File: src/rtl/duart_if_pkg.sv
package duart_if_pkg;
  localparam int AW       = 3;
  localparam int NUM_CH   = 2;
  localparam int BANK_BIT = 7;

  typedef enum logic [AW-1:0] {
    RA_DATA = 3'd0,
    RA_IER  = 3'd1,
    RA_FCR  = 3'd2,
    RA_LCR  = 3'd3,
    RA_MCR  = 3'd4,
    RA_LSR  = 3'd5,
    RA_MSR  = 3'd6,
    RA_SCR  = 3'd7
  } reg_addr_e;
endpackage

File: src/rtl/duart_sync.sv
module duart_sync #(
  parameter int             W       = 1,
  parameter int             STAGES  = 2,
  parameter logic [W-1:0]   RST_VAL = '0
) (
  input  logic         clk_i,
  input  logic         rst_ni,
  input  logic [W-1:0] d_i,
  output logic [W-1:0] q_o
);
  logic [W-1:0] pipe_q [STAGES];

  always_ff @(posedge clk_i or negedge rst_ni) begin
    if (!rst_ni) begin
      for (int k = 0; k < STAGES; k++) pipe_q[k] <= RST_VAL;
    end else begin
      pipe_q[0] <= d_i;
      for (int k = 1; k < STAGES; k++) pipe_q[k] <= pipe_q[k-1];
    end
  end

  assign q_o = pipe_q[STAGES-1];
endmodule

File: src/rtl/duart_access_ctrl.sv
module duart_access_ctrl
  import duart_if_pkg::*;
#(
  parameter int DW = 8
) (
  input  logic          clk_i,
  input  logic          rst_ni,
  // raw pins, used only to capture address/data while the strobe is low
  input  logic          cs_ni,
  input  logic          rd_ni,
  input  logic          wr_ni,
  input  logic          chsel_i,
  input  logic [AW-1:0] addr_i,
  input  logic [DW-1:0] data_i,
  // synchronized strobes
  input  logic          cs_s_i,
  input  logic          rd_s_i,
  input  logic          wr_s_i,
  output logic          wr_commit_o,
  output logic [AW-1:0] wr_addr_o,
  output logic [DW-1:0] wr_data_o,
  output logic          wr_ch_o,
  output logic          rd_done_o,
  output logic [AW-1:0] rd_addr_o,
  output logic          rd_ch_o
);
  logic wr_lvl, rd_lvl;
  logic wr_seen_q, wr_bad_q, rd_seen_q;
  logic wr_end, rd_end;

  assign wr_lvl = ~cs_s_i & ~wr_s_i;
  assign rd_lvl = ~cs_s_i & ~rd_s_i;
  assign wr_end = wr_seen_q & ~wr_lvl;
  assign rd_end = rd_seen_q & ~rd_lvl;

  // channel index 0 is channel 1 (chsel high)
  always_ff @(posedge clk_i or negedge rst_ni) begin
    if (!rst_ni) begin
      wr_addr_o <= '0;
      wr_data_o <= '0;
      wr_ch_o   <= 1'b0;
      rd_addr_o <= '0;
      rd_ch_o   <= 1'b0;
    end else begin
      if (!cs_ni && !wr_ni) begin
        wr_addr_o <= addr_i;
        wr_data_o <= data_i;
        wr_ch_o   <= ~chsel_i;
      end
      if (!cs_ni && !rd_ni) begin
        rd_addr_o <= addr_i;
        rd_ch_o   <= ~chsel_i;
      end
    end
  end

  always_ff @(posedge clk_i or negedge rst_ni) begin
    if (!rst_ni) begin
      wr_seen_q <= 1'b0;
      wr_bad_q  <= 1'b0;
      rd_seen_q <= 1'b0;
    end else begin
      if (wr_end) begin
        wr_seen_q <= 1'b0;
        wr_bad_q  <= 1'b0;
      end else begin
        if (wr_lvl) wr_seen_q <= 1'b1;
        // overlapping read poisons the pending write
        if (rd_lvl && (wr_lvl || wr_seen_q)) wr_bad_q <= 1'b1;
      end
      if (rd_end)      rd_seen_q <= 1'b0;
      else if (rd_lvl) rd_seen_q <= 1'b1;
    end
  end

  assign wr_commit_o = wr_end & ~wr_bad_q & ~rd_lvl;
  assign rd_done_o   = rd_end;
endmodule

File: src/rtl/duart_chan_regs.sv
module duart_chan_regs
  import duart_if_pkg::*;
#(
  parameter int DW = 8
) (
  input  logic          clk_i,
  input  logic          rst_ni,
  input  logic          we_i,
  input  logic [AW-1:0] waddr_i,
  input  logic [DW-1:0] wdata_i,
  input  logic          pop_i,
  input  logic [AW-1:0] paddr_i,
  input  logic [AW-1:0] raddr_i,
  output logic [DW-1:0] rdata_o,
  input  logic [DW-1:0] rx_data_i,
  input  logic [DW-1:0] isr_i,
  input  logic [DW-1:0] lsr_i,
  input  logic [DW-1:0] msr_i,
  output logic [DW-1:0] tx_data_o,
  output logic          tx_wr_o,
  output logic          rx_pop_o,
  output logic [DW-1:0] ier_o,
  output logic [DW-1:0] fcr_o,
  output logic [DW-1:0] lcr_o,
  output logic [DW-1:0] mcr_o,
  output logic [DW-1:0] afr_o,
  output logic [2*DW-1:0] divisor_o
);
  logic [DW-1:0] scr_q, dll_q, dlm_q;
  logic          bank;

  assign bank      = lcr_o[BANK_BIT];
  assign divisor_o = {dlm_q, dll_q};

  always_ff @(posedge clk_i or negedge rst_ni) begin
    if (!rst_ni) begin
      tx_data_o <= '0;
      ier_o     <= '0;
      fcr_o     <= '0;
      lcr_o     <= '0;
      mcr_o     <= '0;
      afr_o     <= '0;
      scr_q     <= '0;
      dll_q     <= '0;
      dlm_q     <= '0;
      tx_wr_o   <= 1'b0;
      rx_pop_o  <= 1'b0;
    end else begin
      tx_wr_o  <= 1'b0;
      rx_pop_o <= pop_i && (reg_addr_e'(paddr_i) == RA_DATA) && !bank;
      if (we_i) begin
        unique case (reg_addr_e'(waddr_i))
          RA_DATA: if (bank) dll_q <= wdata_i;
                   else begin
                     tx_data_o <= wdata_i;
                     tx_wr_o   <= 1'b1;
                   end
          RA_IER:  if (bank) dlm_q <= wdata_i; else ier_o <= wdata_i;
          RA_FCR:  if (bank) afr_o <= wdata_i; else fcr_o <= wdata_i;
          RA_LCR:  lcr_o <= wdata_i;
          RA_MCR:  mcr_o <= wdata_i;
          RA_SCR:  scr_q <= wdata_i;
          default: ;
        endcase
      end
    end
  end

  always_comb begin
    unique case (reg_addr_e'(raddr_i))
      RA_DATA: rdata_o = bank ? dll_q : rx_data_i;
      RA_IER:  rdata_o = bank ? dlm_q : ier_o;
      RA_FCR:  rdata_o = bank ? afr_o : isr_i;
      RA_LCR:  rdata_o = lcr_o;
      RA_MCR:  rdata_o = mcr_o;
      RA_LSR:  rdata_o = lsr_i;
      RA_MSR:  rdata_o = msr_i;
      default: rdata_o = scr_q;
    endcase
  end
endmodule

File: src/rtl/duart_host_if.sv
module duart_host_if
  import duart_if_pkg::*;
#(
  parameter int DW          = 8,
  parameter int SYNC_STAGES = 2
) (
  input  logic                        clk_i,
  input  logic                        rst_ni,
  input  logic                        cs_ni,
  input  logic                        chsel_i,
  input  logic [AW-1:0]               addr_i,
  input  logic                        rd_ni,
  input  logic                        wr_ni,
  input  logic [DW-1:0]               bus_d_i,
  output logic [DW-1:0]               bus_d_o,
  output logic                        bus_d_oe_o,
  input  logic [NUM_CH-1:0][DW-1:0]   rx_data_i,
  input  logic [NUM_CH-1:0][DW-1:0]   isr_i,
  input  logic [NUM_CH-1:0][DW-1:0]   lsr_i,
  input  logic [NUM_CH-1:0][DW-1:0]   msr_i,
  output logic [NUM_CH-1:0][DW-1:0]   tx_data_o,
  output logic [NUM_CH-1:0]           tx_wr_o,
  output logic [NUM_CH-1:0]           rx_pop_o,
  output logic [NUM_CH-1:0][DW-1:0]   ier_o,
  output logic [NUM_CH-1:0][DW-1:0]   fcr_o,
  output logic [NUM_CH-1:0][DW-1:0]   lcr_o,
  output logic [NUM_CH-1:0][DW-1:0]   mcr_o,
  output logic [NUM_CH-1:0][DW-1:0]   afr_o,
  output logic [NUM_CH-1:0][2*DW-1:0] divisor_o
);
  logic          cs_s, rd_s, wr_s;
  logic          wr_commit, wr_ch, rd_done, rd_ch;
  logic [AW-1:0] wr_addr, rd_addr;
  logic [DW-1:0] wr_data;
  logic [NUM_CH-1:0][DW-1:0] rdata;

  duart_sync #(.W(3), .STAGES(SYNC_STAGES), .RST_VAL(3'b111)) u_sync (
    .clk_i (clk_i),
    .rst_ni(rst_ni),
    .d_i   ({cs_ni, rd_ni, wr_ni}),
    .q_o   ({cs_s, rd_s, wr_s})
  );

  duart_access_ctrl #(.DW(DW)) u_ctrl (
    .clk_i      (clk_i),
    .rst_ni     (rst_ni),
    .cs_ni      (cs_ni),
    .rd_ni      (rd_ni),
    .wr_ni      (wr_ni),
    .chsel_i    (chsel_i),
    .addr_i     (addr_i),
    .data_i     (bus_d_i),
    .cs_s_i     (cs_s),
    .rd_s_i     (rd_s),
    .wr_s_i     (wr_s),
    .wr_commit_o(wr_commit),
    .wr_addr_o  (wr_addr),
    .wr_data_o  (wr_data),
    .wr_ch_o    (wr_ch),
    .rd_done_o  (rd_done),
    .rd_addr_o  (rd_addr),
    .rd_ch_o    (rd_ch)
  );

  for (genvar i = 0; i < NUM_CH; i++) begin : g_ch
    localparam logic IDX = 1'(i);
    duart_chan_regs #(.DW(DW)) u_regs (
      .clk_i    (clk_i),
      .rst_ni   (rst_ni),
      .we_i     (wr_commit && (wr_ch == IDX)),
      .waddr_i  (wr_addr),
      .wdata_i  (wr_data),
      .pop_i    (rd_done && (rd_ch == IDX)),
      .paddr_i  (rd_addr),
      .raddr_i  (addr_i),
      .rdata_o  (rdata[i]),
      .rx_data_i(rx_data_i[i]),
      .isr_i    (isr_i[i]),
      .lsr_i    (lsr_i[i]),
      .msr_i    (msr_i[i]),
      .tx_data_o(tx_data_o[i]),
      .tx_wr_o  (tx_wr_o[i]),
      .rx_pop_o (rx_pop_o[i]),
      .ier_o    (ier_o[i]),
      .fcr_o    (fcr_o[i]),
      .lcr_o    (lcr_o[i]),
      .mcr_o    (mcr_o[i]),
      .afr_o    (afr_o[i]),
      .divisor_o(divisor_o[i])
    );
  end

  // read path is combinational from the pins
  assign bus_d_oe_o = ~cs_ni & ~rd_ni;
  assign bus_d_o    = rdata[~chsel_i];
endmodule

File: config.mk
export PLATFORM = sky130hd
export DESIGN_NAME = duart_host_if
export DESIGN_NICKNAME = d
export VERILOG_FILES = /design/src/rtl/duart_if_pkg.sv /design/src/rtl/duart_sync.sv /design/src/rtl/duart_access_ctrl.sv /design/src/rtl/duart_chan_regs.sv /design/src/rtl/duart_host_if.sv
export SDC_FILE = /design/constraint.sdc
export NUM_CORES = 1
export LEC_CHECK = 0
export ABC_AREA = 1
export BUFFER_PORTS_ARGS = -buffer_cell sky130_fd_sc_hd__buf_2
export CELL_PAD_IN_SITES_DETAIL_PLACEMENT = 2
export CELL_PAD_IN_SITES_GLOBAL_PLACEMENT = 2
export CORE_ASPECT_RATIO = 0.75
export CORE_MARGIN = 2
export CORE_UTILIZATION = 32
export CTS_BUF_LIST = sky130_fd_sc_hd__clkbuf_4 sky130_fd_sc_hd__clkbuf_8
export DETAILED_ROUTE_END_ITERATION = 8
export GPL_ROUTABILITY_DRIVEN = 0
export PLACE_DENSITY_LB_ADDON = 0.1
export SLEW_MARGIN = 20
export SYNTH_ARGS = -nofsm -noshare
export SYNTH_HDL_FRONTEND = slang
export SYNTH_SLANG_ARGS = --single-unit
File: constraint.sdc
create_clock -name clk_i -period 2.3 [get_ports clk_i]
set_clock_uncertainty 0.2 [all_clocks]
set_input_delay 0.46 -clock clk_i [delete_from_list [all_inputs] [get_ports clk_i]]
set_output_delay 0.46 -clock clk_i [all_outputs]
set_load 0.01 [all_outputs]
Word-level counts from Yosys, hierarchy flattened
Index checks and enable logic that the tools add are counted.
{ "totals": {"regBits": 173, "input_bits": 81, "wordCells": 127} }
{ "classes": {"order_cmp": 1, "n_eq_ne": 11, "n_mux": 22, "n_bitwise": 20, "n_reduce_logical": 41} }
{ "op_table": {"columns": ["operator", "count"], "rows": [
  ["$pmux 8 s7", 2],
  ["$mux 8", 8],
  ["$reduce_and 3->1", 12],
  ["$eq 3x3->1 const B", 5],
  ["$not 1->1", 13],
  ["$eq 3x2->1 const B", 4],
  ["$mux 1", 12],
  ["$reduce_and 2->1", 6],
  ["$logic_and 1x1->1", 11],
  ["$logic_not 3->1", 3],
  ["$and 1x1->1", 7],
  ["$eq 3x1->1 const B", 2],
  ["$reduce_bool 2->1", 3],
  ["$logic_not 1->1", 5],
  ["$lt 1x2->1 const B", 1],
  ["$logic_or 1x1->1", 1]
]} }

Logic depth before layout (Yosys ltp)
Gate-level depths: netlist of run 1.
{ "logic_depth": {"ltp_word": 8, "ltp_mapped": 11} }

Modules after synthesis
From an unflattened synthesis of run 1, not the netlist that was laid out.
{ "unflattened": {"cells_unflattened": 1042, "hier_area_um2": 8411.8} }
{ "modules_own_cells": {"columns": ["mod", "n_inst", "cells_each", "area_each_um2"], "rows": [
  ["duart_chan_regs", 2, 457, 3658.5],
  ["duart_access_ctrl", 1, 84, 775.7],
  ["duart_sync", 1, 9, 180.2],
  ["duart_host_if", 1, 35, 138.9]
]} }

Worst setup path after synthesis of run 1
OpenSTA, ideal clock, no wires.
{ "synth_timing": {"kind": "input -> output", "from": "in addr_i[1]", "to": "out bus_d_o[5]", "arrival_ns": 1.460, "required_ns": 1.640, "path_slack_ns": 0.180, "cell_stages": 9, "path_buffers": 2, "path_cell_list": "buf_2 nor2_1 buf_4 nand3_1 o21ai_0 nor2_1 nand2_1 nand2_1 nand2_1"} }
{ "synth_between": {"elab_chain_len": 4, "elab_cells_between_ends": 11, "classes_between": "6 x eq/ne; 4 x mux; 1 x reduce/logical"} }
{ "synth_lines": {"columns": ["item", "line_no", "source"], "rows": [
  ["start, declared", "duart_host_if.sv:11", "input logic [AW-1:0] addr_i,"],
  ["$eq 3x3->1 (tied with other cells)", "duart_chan_regs.sv:70", "unique case (reg_addr_e'(raddr_i))"],
  ["$pmux 8 s7", "duart_chan_regs.sv:70", null],
  ["$mux 8 (implied by the code) (*) (2 in a row)", "duart_host_if.sv:95", "assign bus_d_o = rdata[~chsel_i];"],
  ["end, declared", "duart_host_if.sv:15", "output logic [DW-1:0] bus_d_o,"]
]} }
Every way passes the cells marked *; elsewhere a longest branch is shown, timed or not. The select of a mux whose other input is x is not followed.

Worst setup path in the final report of run 1
{ "layout_timing": {"from": "reg g_ch[1].u_regs.lcr_o[7]", "to": "out bus_d_o[7]"} }
{ "layout_between": {"elab_chain_len": 4, "elab_cells_between_ends": 6, "classes_between": "6 x mux"} }
{ "layout_lines": {"columns": ["item", "line_no", "source"], "rows": [
  ["start, declared", "duart_chan_regs.sv:24", "output logic [DW-1:0] lcr_o,"],
  ["start signal, assigned", "duart_chan_regs.sv:60", "RA_LCR: lcr_o <= wdata_i;"],
  ["$mux 8 (on tied branches)", "duart_chan_regs.sv:73, duart_chan_regs.sv:71, duart_chan_regs.sv:72", null],
  ["$pmux 8 s7 (*)", "duart_chan_regs.sv:70", null],
  ["$mux 8 (implied by the code) (*) (2 in a row)", "duart_host_if.sv:95", null]
]} }
Marked as above.

==> flow_metrics.py, run 1 <==
metrics = {
    "status": {
        "status": "complete, but fails checks",
        "failed_checks": "setup timing",
    },
    "synth": {
        "avgSynthCellArea_um2": 8.153,
        "synth_area_leader_cell": "dfrtp_1",
        "synthDominantCellAreaShare_pct": 48.00,
        "synthesis.instances": 1068,
        "postSynthRegisterBits": 173,
        "syn_nets": 1149,
        "synthDistinctLibCells": 24,
        "synth_warnings": 0,
        "synth_area_mm2": 0.008707,
        "synthTopCellsByArea": "dfrtp_1 48%, nand2_1 19%, o21ai_1 5.9%, o21ai_2 4.3%, nand3_4 3.6%",
        "yosysSeqAreaShare_pct": 49.81,
    },
    "timing": {
        "worst_slew_pin_slew_ns": 0.6148,
        "final_setup_violations": 8,
        "finalSetupTns_ns": -2.441,
        "slew_viol_final": 0,
        "post_layout_min_period_ns": 2.648,
        "hold_violations": 0,
        "final_critical_path_setup_slack_ns": -0.3481,
        "slew-limit-headroom_pct": 58.97,
        "max_clock_freq_mhz": 377.6,
        "grt_setup_unrepaired": "true",
        "fin_crit_sh_pct": 115.1,
    },
    "setup_path": {
        "startpoint": "g_ch[1].u_regs.lcr_o[7]",
        "critical_path_peak_fanout": 6,
        "critPathLaunchType": "register",
        "r2r-end": "g_ch[0].u_regs.mcr_o[0]",
        "crit_path_cell_chain": "inv_4 > buf_12 > buf_16 > nand2_4 > nand2_2 > nand2_1 > nand2_1 > nor2_1 > nand2_1 > nand2_1 > nand2_2 > buf_6",
        "arrival_ns": 1.99,
        "slowest_cell_on_crit_path": "dfrtp_2",
        "crit-reg2reg-launch": "u_sync.q_o[2]",
        "ff2ff_path_depth": 6,
        "top_cell_by_count_worst_path": "nand2_1",
        "ff2ff_setup_slack_ns": 0.24,
        "criticalPathCategory": "reg2out",
        "timing.critical_path.required_ns": 1.64,
        "critical_path.endpoint_type": "primary output",
        "cp-endpoint": "bus_d_o[7]",
        "max_stage_delay_ns": 0.46,
    },
    "pwr": {
        "netSwitchingFraction_pct": 37.20,
        "irDropWorstVdd_v": 0.0003150,
        "ratio_of_total_power_to_cell_area_mw_per_mm2": 756.0,
        "total_switching_power_uw": 3171,
        "total_leakage_power_uw": 0.005810,
        "combinational_share_of_power_pct": 28.1,
        "p_clk_share_pct": 27.9,
        "power_report.internal_total_uw": 5352,
        "share_seq_of_total_power_pct": 44.0,
    },
    "final_layout": {
        "antenna_cells_inserted": 0,
        "layout-drive-gt1-share_pct": 34.94,
        "area.growth.synth_to_final_pct": 29.49,
        "final_nets": 1393,
        "postLayoutCoreUtil_pct": 41.96,
        "multi_input_gate_area_in_the_final_layout_mm2": 0.003991,
        "regArea_mm2": 0.004338,
        "fillerInstances": 3096,
    },
    "cts": {
        "cts_max_path_buffers": 2,
        "clk_pin_slew_ns": 0.10,
        "cts_inserted_buffers": 17,
        "cts-root-buf": "clkbuf_8",
        "clk-insertion-delay-late_ns": 0.48,
        "cts_num_sinks": 173,
        "cts_tree": "built",
        "cts_max_level": 4,
    },
    "die": {
        "die_area_mm2": 0.02856,
        "starting_utilization_of_the_core_area_pct": 32.40,
        "rows": 52,
        "die_h_um": 146.9,
        "die_w_um": 194.5,
        "ios": 222,
        "core_region_area_mm2": 0.02687,
    },
    "grt": {
        "global_route_wire_length_before_repair_um": 56870,
        "antenna_found_initial": 1,
        "grt_max_degree": 42,
        "track_usage_pct": 26.63,
        "globalRoute.totalOverflow": 0,
        "vias_in_the_first_global_route": 9113,
    },
    "routing": {
        "drc": 0,
        "drt_first_pass_iters": 4,
        "routedLengthMet1_um": 17820,
        "uppermost_signal_routing_layer_after_detailed_routing": "met5",
        "vias_per_cell": 5.087,
        "antenna_violating_nets_post_route": 0,
        "via_count": 8525,
        "drt_wl_total_um": 37210,
        "wl_per_cell_um": 22.20,
        "dr_wl_met3_um": 1671,
        "dr.first_iter.drc_count": 370,
        "routed_wire_length_on_met2_um": 17320,
    },
    "min_path": {
        "worstHoldPathType": "in2reg",
    },
    "place": {
        "final_hpwl_dp_um": 27100,
        "placement.setup.worst_slack_ns": -0.1478,
        "buffer_ports.inserted": 221,
    },
    "job": {
        "max_cap_violation_count": 0,
    },
}
-- placed cells by master, fill, tap and decap left out, types with 2 or more instances in the layout --
cell type / count
inv_2: 7
o21ai_1: 103
nand2_4: 16
inv_1: 29
nand3_1: 26
buf_4: 43
nor3_2: 3
buf_6: 7
buf_2: 217
nand3_4: 18
inv_6: 5
nand4_1: 30
inv_8: 3
dlygate4sd3_1: 11
buf_12: 13
nor4_1: 2
dfrtp_1: 166
nor2_1: 74
dfstp_2: 6
buf_16: 2
bufinv_16: 2
o21ai_2: 43
clkbuf_8: 18
nor2_2: 12
o21ai_0: 34
nand2_2: 40
nand2_1: 385
-- critical path: cells and delay by family (launching register included) --
family        cells  cell delay, ns
simple gates      8            0.58
flops             1            0.46
buf+inv           4            0.49
-- area by class of cell --
type	count	share of cell area [%]
Sequential cell	173	38.48
Multi-Input combinational cell	788	35.40
Timing Repair Buffer	294	17.19
Tap cell	351	3.895
Clock buffer	18	2.197
Clock inverter	14	1.554
Inverter	38	1.287
-- cells in the mapped netlist, drive strengths merged --
| library cell | instances |
|---|---|
| o21ai | 180 |
| buf | 51 |
| nand4 | 30 |
| nor3 | 4 |
| clkinv | 1 |
| nor2 | 86 |
| a22o | 1 |
| clkbuf | 18 |
| nand2 | 441 |
| nor4 | 2 |
| dfstp | 6 |
| dfrtp | 167 |
| nand3 | 44 |
| inv | 37 |
-- metal layers --
layer  up-vias  global-route usage, %
met5         -                      0
met4         2                  5.423
met3        21                  4.706
met2       203                  42.69
met1      4359                  37.92
li1       3940                      -
-- power groups by stage --
stage                     logic (uW)  registers, uW  clock network (uW)
after floorplan                  943           3880                   0
after global placement          2160           3790                   0
after detailed placement        2220           3800                   0
after CTS                       2370           3750                2450
after global routing            2610           3810                2560
final                           2390           3750                2380
-- sequential cells by signal, indices dropped and copies added, names as in the netlist --
signal and count:
u_ctrl.rd_seen_q 1, g_ch.u_regs.fcr_o 16, u_ctrl.wr_ch_o 1, u_ctrl.wr_addr_o 3, g_ch.u_regs.lcr_o 16, g_ch.u_regs.tx_wr_o 2
g_ch.u_regs.scr_q 16, g_ch.u_regs.dll_q 16, u_ctrl.wr_seen_q 1, g_ch.u_regs.mcr_o 16, u_sync.pipe_q 3, g_ch.u_regs.tx_data_o 16
u_ctrl.wr_bad_q 1, g_ch.u_regs.ier_o 16, u_ctrl.rd_ch_o 1, g_ch.u_regs.rx_pop_o 2, u_ctrl.rd_addr_o 3, u_ctrl.wr_data_o 8
u_sync.q_o 3, g_ch.u_regs.dlm_q 16, g_ch.u_regs.afr_o 16
-- logic make-up after synthesis --
kind of cell	synth area share, %
AND/OR/NAND/NOR	30.75
AO/OA/AOI/OAI	12.30
flip-flops	49.81
buffers and inverters	7.142
-- how the worst min path moves through the flow --
| stage | startpoint | end | cells past startpoint | slack (ns) |
|---|---|---|---|---|
| global placement | u_sync.pipe_q[5] | u_sync.q_o[2] | 0 | 0.15 |
| CTS | bus_d_i[5] | u_ctrl.wr_data_o[5] | 3 | 0.01 |
| global route | bus_d_i[5] | u_ctrl.wr_data_o[5] | 3 | 0.06 |
| finish | bus_d_i[5] | u_ctrl.wr_data_o[5] | 3 | 0.05 |
| floorplan | rst_ni | g_ch[0].u_regs.afr_o[0] | 0 | -0.04 |
| detailed placement | u_sync.pipe_q[4] | u_sync.q_o[1] | 0 | 0.15 |
-- metrics by stage --
step | std cells | hold slack, ns | power, uW | cell area, um2
2_1_floorplan | 1068 | -0.03559 | 4824 | 8707
3_3_place_gp | 1627 | 0.1456 | 5943 | 10340
3_5_place_dp | 1627 | 0.1537 | 6019 | 10340
4_1_cts | 1675 | 0.01041 | 8570 | 11160
5_1_grt | 1676 | 0.05638 | 8978 | 11270
6_report | 1676 | 0.04732 | 8523 | 11270
-- timing repair --
action                     4_1_cts  5_1_grt
hold buffers                    11        0
hold endpoints to repair        44        0
buffers inserted                 5        0
pin swaps                       25       11
gates cloned                     2        1
resized for setup               72       27
setup endpoints to repair        8        8
Note: power is estimated with default switching activity, not from simulation.
==> run 2, diff against run 1 <==
--- a/config.mk
+++ b/config.mk
@@ -5,13 +5,12 @@
 export SDC_FILE = /design/constraint.sdc
 export NUM_CORES = 1
 export LEC_CHECK = 0
-export ABC_AREA = 1
 export BUFFER_PORTS_ARGS = -buffer_cell sky130_fd_sc_hd__buf_2
 export CELL_PAD_IN_SITES_DETAIL_PLACEMENT = 2
 export CELL_PAD_IN_SITES_GLOBAL_PLACEMENT = 2
 export CORE_ASPECT_RATIO = 0.75
 export CORE_MARGIN = 2
-export CORE_UTILIZATION = 32
+export CORE_UTILIZATION = 36
 export CTS_BUF_LIST = sky130_fd_sc_hd__clkbuf_4 sky130_fd_sc_hd__clkbuf_8
 export DETAILED_ROUTE_END_ITERATION = 8
 export GPL_ROUTABILITY_DRIVEN = 0
==> constraint.sdc (replaced) <==
create_clock -name clk_i -period 2.7 [get_ports clk_i]
set_clock_uncertainty 0.2 [all_clocks]
set_input_delay 0.54 -clock clk_i [delete_from_list [all_inputs] [get_ports clk_i]]
set_output_delay 0.54 -clock clk_i [all_outputs]
set_load 0.01 [all_outputs]
==> flow_metrics.py, run 2 <==
metrics = {
    "status": {
        "status": "complete, but fails checks",
        "failed_checks": "setup timing",
    },
    "setup_path": {
        "critical_path.endpoint_type": "primary output",
        "crit_path_cell_chain": "buf_8 > buf_6 > nor2_1 > o21ai_1 > a221oi_4 > o32ai_2 > buf_2",
        "critical_path_peak_fanout": 8,
        "timing.critical_path.required_ns": 1.96,
        "critPathLaunchType": "register",
        "criticalPathCategory": "reg2out",
        "max_stage_delay_ns": 0.49,
        "arrival_ns": 2.26,
        "worstPathBufferInverterCount": 3,
        "crit_family": "compound AO/OA/AOI/OAI gates",
        "slowest_cell_on_crit_path": "dfrtp_2",
    },
    "routing": {
        "drt_first_pass_iters": 5,
        "via_count": 6482,
        "wl_per_cell_um": 27.05,
        "drc": 0,
        "drt_wl_total_um": 32460,
        "vias_per_cell": 5.402,
        "antenna_violating_nets_post_route": 0,
        "dr.first_iter.drc_count": 394,
    },
    "grt": {
        "track_usage_pct": 27.78,
        "vias_in_the_first_global_route": 7409,
        "grt_max_degree": 72,
        "antenna_found_initial": 1,
        "global_route_wire_length_before_repair_um": 48620,
        "globalRoute.totalOverflow": 0,
    },
    "synth": {
        "syn_nets": 725,
        "synthesis.instances": 644,
        "synth_warnings": 0,
        "synthTopCellsByCount": "167 x dfrtp_1, 161 x mux2_2, 42 x mux2i_1",
        "postSynthRegisterBits": 173,
        "synth_enable_flop_cells": 0,
        "yosysSeqAreaShare_pct": 52.44,
        "synthTopCellsByArea": "dfrtp_1 51%, mux2_2 22%, mux2i_1 5.1%, o21ai_0 1.9%, dfstp_2 1.9%",
        "synth_area_leader_cell": "dfrtp_1",
        "synthMostInstantiatedCell": "dfrtp_1",
        "avgSynthCellArea_um2": 12.84,
        "synthDominantCellAreaShare_pct": 50.54,
        "postSynth.asyncResetShare_pct": 100.0,
        "synth_area_mm2": 0.008269,
        "synthFlopType": "dfrtp_1",
        "synthDistinctLibCells": 56,
    },
    "final_layout": {
        "antenna_cells_inserted": 0,
        "postLayoutCoreUtil_pct": 49.03,
        "fillerInstances": 2211,
        "final_design_area_no_fill_mm2": 0.01093,
        "final_nets": 974,
        "layout_commonest_cell": "buf_2",
        "post_layout_nonfiller_instances": 1200,
        "layout-drive-gt1-share_pct": 62.91,
        "area.growth.synth_to_final_pct": 32.14,
        "layout.cells.most_common_list": "220 x buf_2, 165 x dfrtp_1, 160 x mux2_2, 49 x buf_4, 28 x o21ai_0",
    },
    "place": {
        "dpl.cell_count": 1160,
        "final_hpwl_dp_um": 23420,
        "buffer_ports.inserted": 221,
        "detailed_place.area_mm2": 0.009945,
        "placement.setup.worst_slack_ns": -0.3571,
    },
    "cts": {
        "clk_pin_slew_ns": 0.10,
        "cts_num_sinks": 173,
        "cts_max_path_buffers": 2,
        "cts-root-buf": "clkbuf_8",
        "cts_tree": "built",
        "cts_inserted_buffers": 17,
        "cts_max_level": 4,
        "clk-insertion-delay-late_ns": 0.48,
    },
    "timing": {
        "slew_viol_final": 0,
        "worst_slew_pin_slew_ns": 0.9975,
        "hold_ws_ns": 0.09339,
        "hold_violations": 0,
        "fin_crit_sh_pct": 111.2,
        "post_layout_min_period_ns": 3.002,
        "final_critical_path_setup_slack_ns": -0.3024,
        "slew-limit-headroom_pct": 33.50,
        "final_setup_violations": 8,
        "grt_setup_unrepaired": "true",
        "max_clock_freq_mhz": 333.1,
    },
    "pwr": {
        "ratio_of_total_power_to_cell_area_mw_per_mm2": 678.3,
        "irDropWorstVdd_v": 0.0003665,
        "total_leakage_power_uw": 0.005424,
    },
    "die": {
        "ios": 222,
        "rows": 47,
        "die_area_mm2": 0.02421,
        "die_h_um": 135.3,
        "die_w_um": 179.0,
        "starting_utilization_of_the_core_area_pct": 37.10,
        "core_region_area_mm2": 0.02229,
    },
    "job": {
        "max_cap_violation_count": 0,
    },
    "min_path": {
        "worstHoldPathType": "in2reg",
    },
}
==> run 2: final cells by class <==
cell class / count / area (um2) / area share [%]
Sequential cell: 173 / 4339 / 39.71
Tap cell: 294 / 367.9 / 3.367
Inverter: 5 / 18.77 / 0.1718
Clock buffer: 18 / 241.5 / 2.210
Clock inverter: 14 / 171.4 / 1.569
Multi-Input combinational cell: 408 / 4016 / 36.76
Timing Repair Buffer: 288 / 1772 / 16.21
==> run 2: kinds of logic (layout without fill, tap and decap cells) <==
| logic type | after synthesis | count (layout) | share of synthesized area, % |
|---|---|---|---|
| mux | 208 | 208 | 27.87 |
| flops | 173 | 173 | 52.44 |
| compound gates | 102 | 102 | 8.080 |
| simple gates | 98 | 98 | 7.475 |
| buf+inv | 63 | 325 | 4.131 |
==> run 2: stage by stage <==
stage | TNS, ns | power [uW]
final | -2.119 | 7412
after global routing | -2.777 | 7764
after CTS | -2.384 | 7432
after detailed placement | -1.947 | 5214
after global placement | -1.486 | 5124
after floorplan | 0 | 4229
==> run 2: power breakdown <==
group          switching [uW]  internal [uW]
Clock                    1100            873
Combinational            1020           1000
Sequential                437           2970
Total                    2560           4850
==> run 2: per-layer routing <==
layer,part of all wire [%],routed length (um),track usage (%)
met1,45,14540,38.72
met2,47,15290,44.29
met3,6.0,1952,5.275
met4,2.1,671,7.814
met5,0,0,0
==> run 2: repair_timing <==
action | in CTS | in global routing
hold buffers | 4 | 0
resized for setup | 69 | 22
cloned | 1 | 0
setup endpoints to repair | 8 | 8
pin swaps | 16 | 9
hold endpoints to repair | 66 | 0
buffers inserted | 7 | 1
==> run 2: worst paths after layout <==
| check | from | to | slack, ns | cells past startpoint |
|---|---|---|---|---|
| worst max register to register | u_sync.q_o[0] | g_ch[1].u_regs.scr_q[6] | 0.35 | 4 |
| worst max-delay path | g_ch[1].u_regs.lcr_o[7] | bus_d_o[7] | -0.30 | 7 |
| max in group asynchronous | rst_ni | u_sync.q_o[2] | 1.11 | 3 |
| worst min register to register | u_sync.pipe_q[3] | u_sync.q_o[0] | 0.17 | 0 |
| min in group asynchronous | rst_ni | g_ch[0].u_regs.tx_data_o[1] | 0.46 | 2 |
| worst min-delay path | bus_d_i[0] | u_ctrl.wr_data_o[0] | 0.09 | 2 |
